`src/rtl/gpb_pkg.sv`:
```
package gpb_pkg;

    typedef enum logic [2:0] {
        SEL_NONE,
        SEL_MODE,
        SEL_DIR,
        SEL_ODATA,
        SEL_IDATA,
        SEL_POL,
        SEL_SRC,
        SEL_IEN
    } reg_sel_e;

    localparam int unsigned OFF_MODE  = 32'h00;
    localparam int unsigned OFF_DIR   = 32'h04;
    localparam int unsigned OFF_ODATA = 32'h08;
    localparam int unsigned OFF_IDATA = 32'h0C;
    localparam int unsigned OFF_POL   = 32'h20;
    localparam int unsigned OFF_SRC   = 32'h40;
    localparam int unsigned OFF_IEN   = 32'h50;

    localparam int unsigned NUM_CFG = 6;

    function automatic reg_sel_e decode_addr(input logic [31:0] byte_addr);
        reg_sel_e sel;
        case (byte_addr)
            OFF_MODE:  sel = SEL_MODE;
            OFF_DIR:   sel = SEL_DIR;
            OFF_ODATA: sel = SEL_ODATA;
            OFF_IDATA: sel = SEL_IDATA;
            OFF_POL:   sel = SEL_POL;
            OFF_SRC:   sel = SEL_SRC;
            OFF_IEN:   sel = SEL_IEN;
            default:   sel = SEL_NONE;
        endcase
        return sel;
    endfunction

    function automatic reg_sel_e cfg_slot(input int unsigned idx);
        reg_sel_e sel;
        case (idx)
            0:       sel = SEL_MODE;
            1:       sel = SEL_DIR;
            2:       sel = SEL_ODATA;
            3:       sel = SEL_POL;
            4:       sel = SEL_SRC;
            5:       sel = SEL_IEN;
            default: sel = SEL_NONE;
        endcase
        return sel;
    endfunction

endpackage

```
`src/rtl/gpb_sync.sv`:
```
module gpb_sync #(
    parameter int unsigned WIDTH  = 32,
    parameter int unsigned STAGES = 2
) (
    input  logic             clk,
    input  logic             rst_n,
    input  logic [WIDTH-1:0] d,
    output logic [WIDTH-1:0] q
);
    logic [WIDTH-1:0] chain [STAGES];

    for (genvar s = 0; s < STAGES; s++) begin : g_stage
        if (s == 0) begin : g_first
            always_ff @(posedge clk or negedge rst_n) begin
                if (!rst_n) chain[s] <= '0;
                else        chain[s] <= d;
            end
        end else begin : g_next
            always_ff @(posedge clk or negedge rst_n) begin
                if (!rst_n) chain[s] <= '0;
                else        chain[s] <= chain[s-1];
            end
        end
    end

    assign q = chain[STAGES-1];
endmodule

```
`src/rtl/gpb_regs.sv`:
```
module gpb_regs
    import gpb_pkg::*;
#(
    parameter int unsigned DATA_W   = 32,
    parameter int unsigned NUM_PINS = 32
) (
    input  logic              clk,
    input  logic              rst_n,
    input  logic              wr_en,
    input  reg_sel_e          sel,
    input  logic [DATA_W-1:0] wdata,
    output logic [DATA_W-1:0] mode_q,
    output logic [DATA_W-1:0] dir_q,
    output logic [DATA_W-1:0] odata_q,
    output logic [DATA_W-1:0] pol_q,
    output logic [DATA_W-1:0] src_q,
    output logic [DATA_W-1:0] ien_q
);
    localparam logic [DATA_W-1:0] VALID_MASK = {DATA_W{1'b1}} >> (DATA_W - NUM_PINS);

    logic [DATA_W-1:0] cfg_q [NUM_CFG];

    for (genvar r = 0; r < NUM_CFG; r++) begin : g_cfg
        localparam reg_sel_e MY_SEL = cfg_slot(r);
        always_ff @(posedge clk or negedge rst_n) begin
            if (!rst_n) begin
                cfg_q[r] <= '0;
            end else if (wr_en && (sel == MY_SEL)) begin
                cfg_q[r] <= wdata & VALID_MASK;
            end
        end
    end

    assign mode_q  = cfg_q[0];
    assign dir_q   = cfg_q[1];
    assign odata_q = cfg_q[2];
    assign pol_q   = cfg_q[3];
    assign src_q   = cfg_q[4];
    assign ien_q   = cfg_q[5];
endmodule

```
`src/rtl/gpb_pad.sv`:
```
module gpb_pad #(
    parameter int unsigned DATA_W   = 32,
    parameter int unsigned NUM_PINS = 32
) (
    input  logic [DATA_W-1:0] mode_q,
    input  logic [DATA_W-1:0] dir_q,
    input  logic [DATA_W-1:0] odata_q,
    input  logic [DATA_W-1:0] pol_q,
    input  logic [DATA_W-1:0] src_q,
    input  logic [DATA_W-1:0] ien_q,
    input  logic [DATA_W-1:0] alt_data,
    input  logic [DATA_W-1:0] pad_sync,
    output logic [DATA_W-1:0] pad_out,
    output logic [DATA_W-1:0] pad_oe,
    output logic [DATA_W-1:0] in_seen,
    output logic [DATA_W-1:0] intr_level
);
    for (genvar p = 0; p < DATA_W; p++) begin : g_pin
        if (p < NUM_PINS) begin : g_live
            // A pin in interrupt mode is a pure input regardless of direction.
            assign pad_oe[p]     = dir_q[p] & ~mode_q[p];
            assign pad_out[p]    = src_q[p] ? alt_data[p] : odata_q[p];
            assign in_seen[p]    = pad_sync[p] & ien_q[p];
            assign intr_level[p] = (pad_sync[p] ^ pol_q[p]) & ien_q[p];
        end else begin : g_absent
            assign pad_oe[p]     = 1'b0;
            assign pad_out[p]    = 1'b0;
            assign in_seen[p]    = 1'b0;
            assign intr_level[p] = 1'b0;
        end
    end
endmodule

```
`src/rtl/gpb_rmux.sv`:
```
module gpb_rmux
    import gpb_pkg::*;
#(
    parameter int unsigned DATA_W = 32
) (
    input  reg_sel_e          sel,
    input  logic [DATA_W-1:0] mode_q,
    input  logic [DATA_W-1:0] dir_q,
    input  logic [DATA_W-1:0] odata_q,
    input  logic [DATA_W-1:0] in_seen,
    input  logic [DATA_W-1:0] pol_q,
    input  logic [DATA_W-1:0] src_q,
    input  logic [DATA_W-1:0] ien_q,
    output logic [DATA_W-1:0] rdata
);
    always_comb begin
        unique case (sel)
            SEL_MODE:  rdata = mode_q;
            SEL_DIR:   rdata = dir_q;
            SEL_ODATA: rdata = odata_q;
            SEL_IDATA: rdata = in_seen;
            SEL_POL:   rdata = pol_q;
            SEL_SRC:   rdata = src_q;
            SEL_IEN:   rdata = ien_q;
            SEL_NONE:  rdata = '0;
            default:   rdata = '0;
        endcase
    end
endmodule

```
`src/rtl/gpio_bank.sv`:
```
module gpio_bank
    import gpb_pkg::*;
#(
    parameter int unsigned DATA_W   = 32,
    parameter int unsigned NUM_PINS = 32,
    parameter int unsigned ADDR_W   = 8,
    parameter int unsigned SYNC_LEN = 2
) (
    input  logic              clk,
    input  logic              rst_n,
    input  logic [ADDR_W-1:0] bus_addr,
    input  logic              bus_we,
    input  logic [DATA_W-1:0] bus_wdata,
    output logic [DATA_W-1:0] bus_rdata,
    input  logic [DATA_W-1:0] pad_in,
    input  logic [DATA_W-1:0] alt_data,
    output logic [DATA_W-1:0] pad_out,
    output logic [DATA_W-1:0] pad_oe,
    output logic [DATA_W-1:0] intr_level,
    output logic [DATA_W-1:0] intr_mode
);
    reg_sel_e          sel;
    logic [DATA_W-1:0] mode_q, dir_q, odata_q, pol_q, src_q, ien_q;
    logic [DATA_W-1:0] pad_sync, in_seen;

    // Full byte address is decoded: misaligned addresses select nothing.
    assign sel = decode_addr(32'(bus_addr));

    gpb_regs #(.DATA_W(DATA_W), .NUM_PINS(NUM_PINS)) u_regs (
        .clk     (clk),
        .rst_n   (rst_n),
        .wr_en   (bus_we),
        .sel     (sel),
        .wdata   (bus_wdata),
        .mode_q  (mode_q),
        .dir_q   (dir_q),
        .odata_q (odata_q),
        .pol_q   (pol_q),
        .src_q   (src_q),
        .ien_q   (ien_q)
    );

    gpb_sync #(.WIDTH(DATA_W), .STAGES(SYNC_LEN)) u_sync (
        .clk   (clk),
        .rst_n (rst_n),
        .d     (pad_in),
        .q     (pad_sync)
    );

    gpb_pad #(.DATA_W(DATA_W), .NUM_PINS(NUM_PINS)) u_pad (
        .mode_q     (mode_q),
        .dir_q      (dir_q),
        .odata_q    (odata_q),
        .pol_q      (pol_q),
        .src_q      (src_q),
        .ien_q      (ien_q),
        .alt_data   (alt_data),
        .pad_sync   (pad_sync),
        .pad_out    (pad_out),
        .pad_oe     (pad_oe),
        .in_seen    (in_seen),
        .intr_level (intr_level)
    );

    gpb_rmux #(.DATA_W(DATA_W)) u_rmux (
        .sel     (sel),
        .mode_q  (mode_q),
        .dir_q   (dir_q),
        .odata_q (odata_q),
        .in_seen (in_seen),
        .pol_q   (pol_q),
        .src_q   (src_q),
        .ien_q   (ien_q),
        .rdata   (bus_rdata)
    );

    assign intr_mode = mode_q;
endmodule

```
`config.mk`:
```
export PLATFORM = sky130hd
export DESIGN_NAME = gpio_bank
export DESIGN_NICKNAME = d
export VERILOG_FILES = /design/src/rtl/gpb_pkg.sv /design/src/rtl/gpb_sync.sv /design/src/rtl/gpb_regs.sv /design/src/rtl/gpb_pad.sv /design/src/rtl/gpb_rmux.sv /design/src/rtl/gpio_bank.sv
export SDC_FILE = /design/constraint.sdc
export NUM_CORES = 1
export LEC_CHECK = 0
export ABC_AREA = 1
export CAP_MARGIN = 25
export CORE_MARGIN = 3
export CORE_UTILIZATION = 30
export DETAILED_ROUTE_END_ITERATION = 12
export SETUP_SLACK_MARGIN = 0.1
export SLEW_MARGIN = 20
export SYNTH_ARGS = -nofsm -noshare
export SYNTH_HDL_FRONTEND = slang
export SYNTH_HIERARCHICAL = 1
export SYNTH_SLANG_ARGS = --single-unit
```
`constraint.sdc`:
```
create_clock -name clk -period 2.11 [get_ports clk]
set_clock_uncertainty 0.2 [all_clocks]
set_input_delay 0.3165 -clock clk [delete_from_list [all_inputs] [get_ports clk]]
set_output_delay 0.3165 -clock clk [all_outputs]
set_load 0.05 [all_outputs]
```
Yosys cells after proc, flatten, opt, wreduce, memory -nomap -nowiden --
Index checks and enable logic that the tools add are counted.
Operators by class: equal/unequal tests 13, multiplexer cells 34, bitwise logic cells 160, reductions and logical operators 8
Operator list (number):
- one-hot mux 32 bit (8 select lines) | 1
- bitwise AND 1 bit | 96
- two-way mux 1 bit | 32
- NOT 1 bit | 32
- bitwise XOR 1 bit | 32
- one-hot mux 3 bit (7 select lines) | 1
- == test 8 x 4 -> 1 bit (second input constant) | 2
- == test 8 x 7 -> 1 bit (second input constant) | 2
- == test 3 bit (second input constant) | 4
- == test 8 x 3 -> 1 bit (second input constant) | 1
- == test 8 x 6 -> 1 bit (second input constant) | 1
- zero test 8 bit | 1
- == test 3 x 2 -> 1 bit (second input constant) | 2
- logical AND 1 bit | 6
- == test 3 x 1 -> 1 bit (second input constant) | 1
- zero test 3 bit | 1
Word-level totals: bits in registers 256, input port bits 107, output and inout port bits 160, logic and storage cells 223

Depth between registers and ports, before layout --
Gate-level depths: netlist of run 1.
word-level depth 4, gate-level depth with buffers 13, mapped depth without buffers 11

By module --
The synthesis of run 1 kept the hierarchy.
Modules (own cells, without submodules):
- gpb_regs | instances 1, cells an instance 835, area an instance 7567.3 um^2, sequential area each 4804.6 um^2
- gpb_rmux | instances 1, cells an instance 501, area an instance 2239.6 um^2, sequential area each 0.0 um^2
- gpb_sync | instances 1, cells an instance 96, area an instance 1841.8 um^2, sequential area each 1601.5 um^2
- gpb_pad | instances 1, cells an instance 352, area an instance 1362.6 um^2, sequential area each 0.0 um^2
- gpio_bank | instances 1, cells an instance 40, area an instance 162.7 um^2, sequential area each 0.0 um^2

Worst setup path before layout of run 1 --
OpenSTA, ideal clock, no wires.
path type input to output, start point in bus_addr[4], end point out bus_rdata[10], arrival 2026 ps, data required time 1594 ps, path slack -432 ps, cell stages on the path 12, path buffers 3, cell sequence nor2_1 > nand2_1 > nand2_1 > nand2_1 > nand2_1 > buf_2 > buf_2 > buf_2 > nand4_1 > nand2_1 > nor2_1 > nand3_1
On the way: cells in the longest elaborated chain, start to end 4
RTL lines:
- start: declaration | RTL line gpio_bank.sv:11 | input logic [ADDR_W-1:0] bus_addr,
- == test 8 x 7 -> 1 bit (tied with other cells) | RTL line gpb_pkg.sv:26 | case (byte_addr)
- one-hot mux 3 bit (7 select lines) * | RTL line gpb_pkg.sv:26
- named net sel[2] | RTL line gpio_bank.sv:22 | reg_sel_e sel;
- == test 3 bit (tied with other cells) | RTL line gpb_rmux.sv:17 | unique case (sel)
- one-hot mux 32 bit (8 select lines) * | RTL line gpb_rmux.sv:17
- end: declaration | RTL line gpio_bank.sv:14 | output logic [DATA_W-1:0] bus_rdata,
The timed path passes the listed nets; every way through them passes the cells marked *.

Worst setup path in the final report of run 1 --
start point in bus_addr[1], end point out bus_rdata[0]
The elaborated chain is that of the path after synthesis.

==> run metrics, run 1 <==
CP max FO 7; area grow syn2layout 58.2%; total global routing overflow 0; final wirelength 53900 um; initial antenna violation count 1; Die Ht 216 um; commonest non-fill, non-tap cells in the layout nand2_1, dfrtp_1, inv_1; PD cells 619 mW/mm^2; largest net degree at the start of global routing 52; multi-input logic area 0.00674 sq mm; layout cells sized above 1 26.8%; Root Driver clkbuf_16; H-tree levels 1; Pint 9.14 mW; Max Root-Sink Buffers 3; leading area contributor after synthesis dfrtp_1; Mean Syn Cell Area 7.22 sq um; synthesis-stage register bit count 256; RSZ-0062 raised after global routing true; Clock transition at path regs 0.06 ns; commonest non-fill, non-tap cell in the layout nand2_1; Fin Setup TNS -11.44 ns; number of max-cap violations 0; drt drc 0; Sequential Power Share 42.0%; top cells by area, synth dfrtp_1, nand2_1, nor2_1, nand3_1, inv_1; Syn Inst Count 1824; endpoints failing setup 32; wire length per cell 19.7 um; Reg area 0.00641 sq mm; Peak supply drop 0.000475 V; share of the synthesized area in the top cell type 48.6%; Vias/cell 4.92; failing checks setup timing; Arr. time, crit path 1.99 ns; endpoints failing hold 0; switching share of power 29.2%; All-Layer GR Usage 21.9%; syn nets 1931; IO Count 267; Worst Path Required 1.59 ns; Initial Util 30.4%; vias in the first global route 13300; Worst Hold Class primary input to flop; Comb power frac 16.6%; Final WS setup -0.396 ns; row count 76; NumNets Final 2237; critical path's slowest cell buf_16; min Tclk post-route 2.51 ns; worst slack at placement -1.09 ns; Setup crit start kind primary input; Finished Core Util 48.2%; worst skew pair latency 0.56 ns; Clock Sinks 256; status finished, violations left; sequential element share of the synthesized area 48.6%; synthesized cell area 0.0132 sq mm; initial drt markers 1109; fmax 0.399 GHz; critical-path cell list buf_6 > inv_4 > nand2_4 > nor2_4 > buf_6 > nand2_4 > nand2_4 > buf_12 > inv_8 > nand3_4 > buf_6 > buf_12 > buf_16 > nor2_4 > nor2_4 > nand3_4 > buf_12; CTS tree yes; Final Max Tran Viols 0; antenna-violating nets left 0; Worst-Margin Slew 0.424 ns; Core ar. 0.0433 sq mm; Net Switching 3.77 mW; Port Buf Inserts 266; Detailed Place HPWL 34300 um; Synth Warn # 6; CP endpoint kind output pin; DP Area 0.0180 sq mm; Clock power frac 41.4%; Die Wd 216 um; fin area 0.0208 sq mm; first-pass iteration count of the detailed router 5; Cell variety after synth 21; final period utilization 119%; total vias in the final route 13500; GPL Wtd Cong 0.831; CP max stage delay 0.17 ns; cts bufs inserted 30; Slew headroom 71.7%; first-pass GRT wire length 79800 um; Setup CP Type primary input to output pin; fillers 4081; die area 0.0465 sq mm; Lkg Pwr 10.3 nW
## power groups by stage
stage               registers [mW]  logic (mW)  clock network, mW
floorplan                     5.73       0.822                  0
global placement              5.49        1.98                  0
detailed placement            5.49        1.99                  0
CTS                           5.41        2.10               5.47
global route                  5.46        2.27               5.66
finish                        5.43        2.14               5.35
## routing by layer
layer  track usage, %  part of all wire, %  vias to the layer above
met4             6.83                  3.1                        0
met1             29.0                   41                     6498
met5                0                    0                        -
met3             3.60                  7.4                      124
met2             36.9                   48                      610
li1                 -                    -                     6234
## cells by family (layout without fill, tap and decap cells)
group,Yosys count,in the layout,share of synthesized area (%)
AO/OA/AOI/OAI,34,34,1.32
buffers and inverters,302,631,10.8
flip-flops,256,256,48.6
other,0,1,0
AND/OR/NAND/NOR,1232,1232,39.3
## cell type report
type,count,area share (%)
Multi-Input combinational cell,1266,32.3
Sequential cell,256,30.7
Timing Repair Buffer,398,25.2
Clock buffer,44,4.24
Tap cell,585,3.51
Inverter,178,3.34
Clock inverter,11,0.624
Antenna cell,1,0.0120
## cell usage after synthesis, drive strengths merged
cell,n
dfrtp,256
o21ai,34
nor3,1
inv,178
nand2,731
nand3,164
clkbuf,16
buf,108
nand4,96
nor2,240
## per-stage QoR
| step | cells | hold slack (ns) | total power [mW] |
|---|---|---|---|
| after floorplan | 1824 | -0.179 | 6.55 |
| after global placement | 2623 | 0.0546 | 7.47 |
| after detailed placement | 2624 | 0.0535 | 7.49 |
| after CTS | 2729 | 0.000434 | 13.0 |
| after global routing | 2739 | 0.000789 | 13.4 |
| final | 2739 | 0.0221 | 12.9 |
## path summary, 6_finish.rpt
check	start	endpoint	slack, ns	cells past startpoint
setup / recovery	bus_addr[1]	bus_rdata[0]	-0.40	17
max in group asynchronous	rst_n	u_sync/q[2]	0.93	3
hold / removal	pad_in[0]	u_sync/chain[32]	0.02	1
min in group asynchronous	rst_n	u_sync/q[3]	0.06	2
setup reg to reg	u_regs/src_q[13]	u_regs/src_q[13]	1.20	2
hold reg to reg	u_sync/chain[54]	u_sync/q[22]	0.15	0
## state kept, by name, summed over array words and instances, names as in the netlist
signal and cells:
u_regs/dir_q 32, u_regs/ien_q 32, u_regs/mode_q 32, u_regs/odata_q 32, u_regs/pol_q 32, u_regs/src_q 32, u_sync/chain 32, u_sync/q 32
## worst max-delay path, delay by kind of cell
family                 cells  cell delay (ns)
buffers and inverters      9             0.99
AND/OR/NAND/NOR            8             0.67
## repair_timing
| item | in CTS | in global routing |
|---|---|---|
| gates resized for setup | 306 | 131 |
| pin swaps | 63 | 51 |
| hold buffers | 22 | 0 |
| gates cloned | 7 | 8 |
| setup endpoints to repair | 289 | 98 |
| setup buffers | 21 | 3 |
| hold endpoints to repair | 277 | 0 |
Note: power is estimated with default switching activity, not from simulation.
==> run 2: changes to the inputs <==
- GPL_ROUTABILITY_DRIVEN: default -> 1
==> results of run 2 <==
Same layout as run 1: the final DEF is identical, and so are final timing and power.
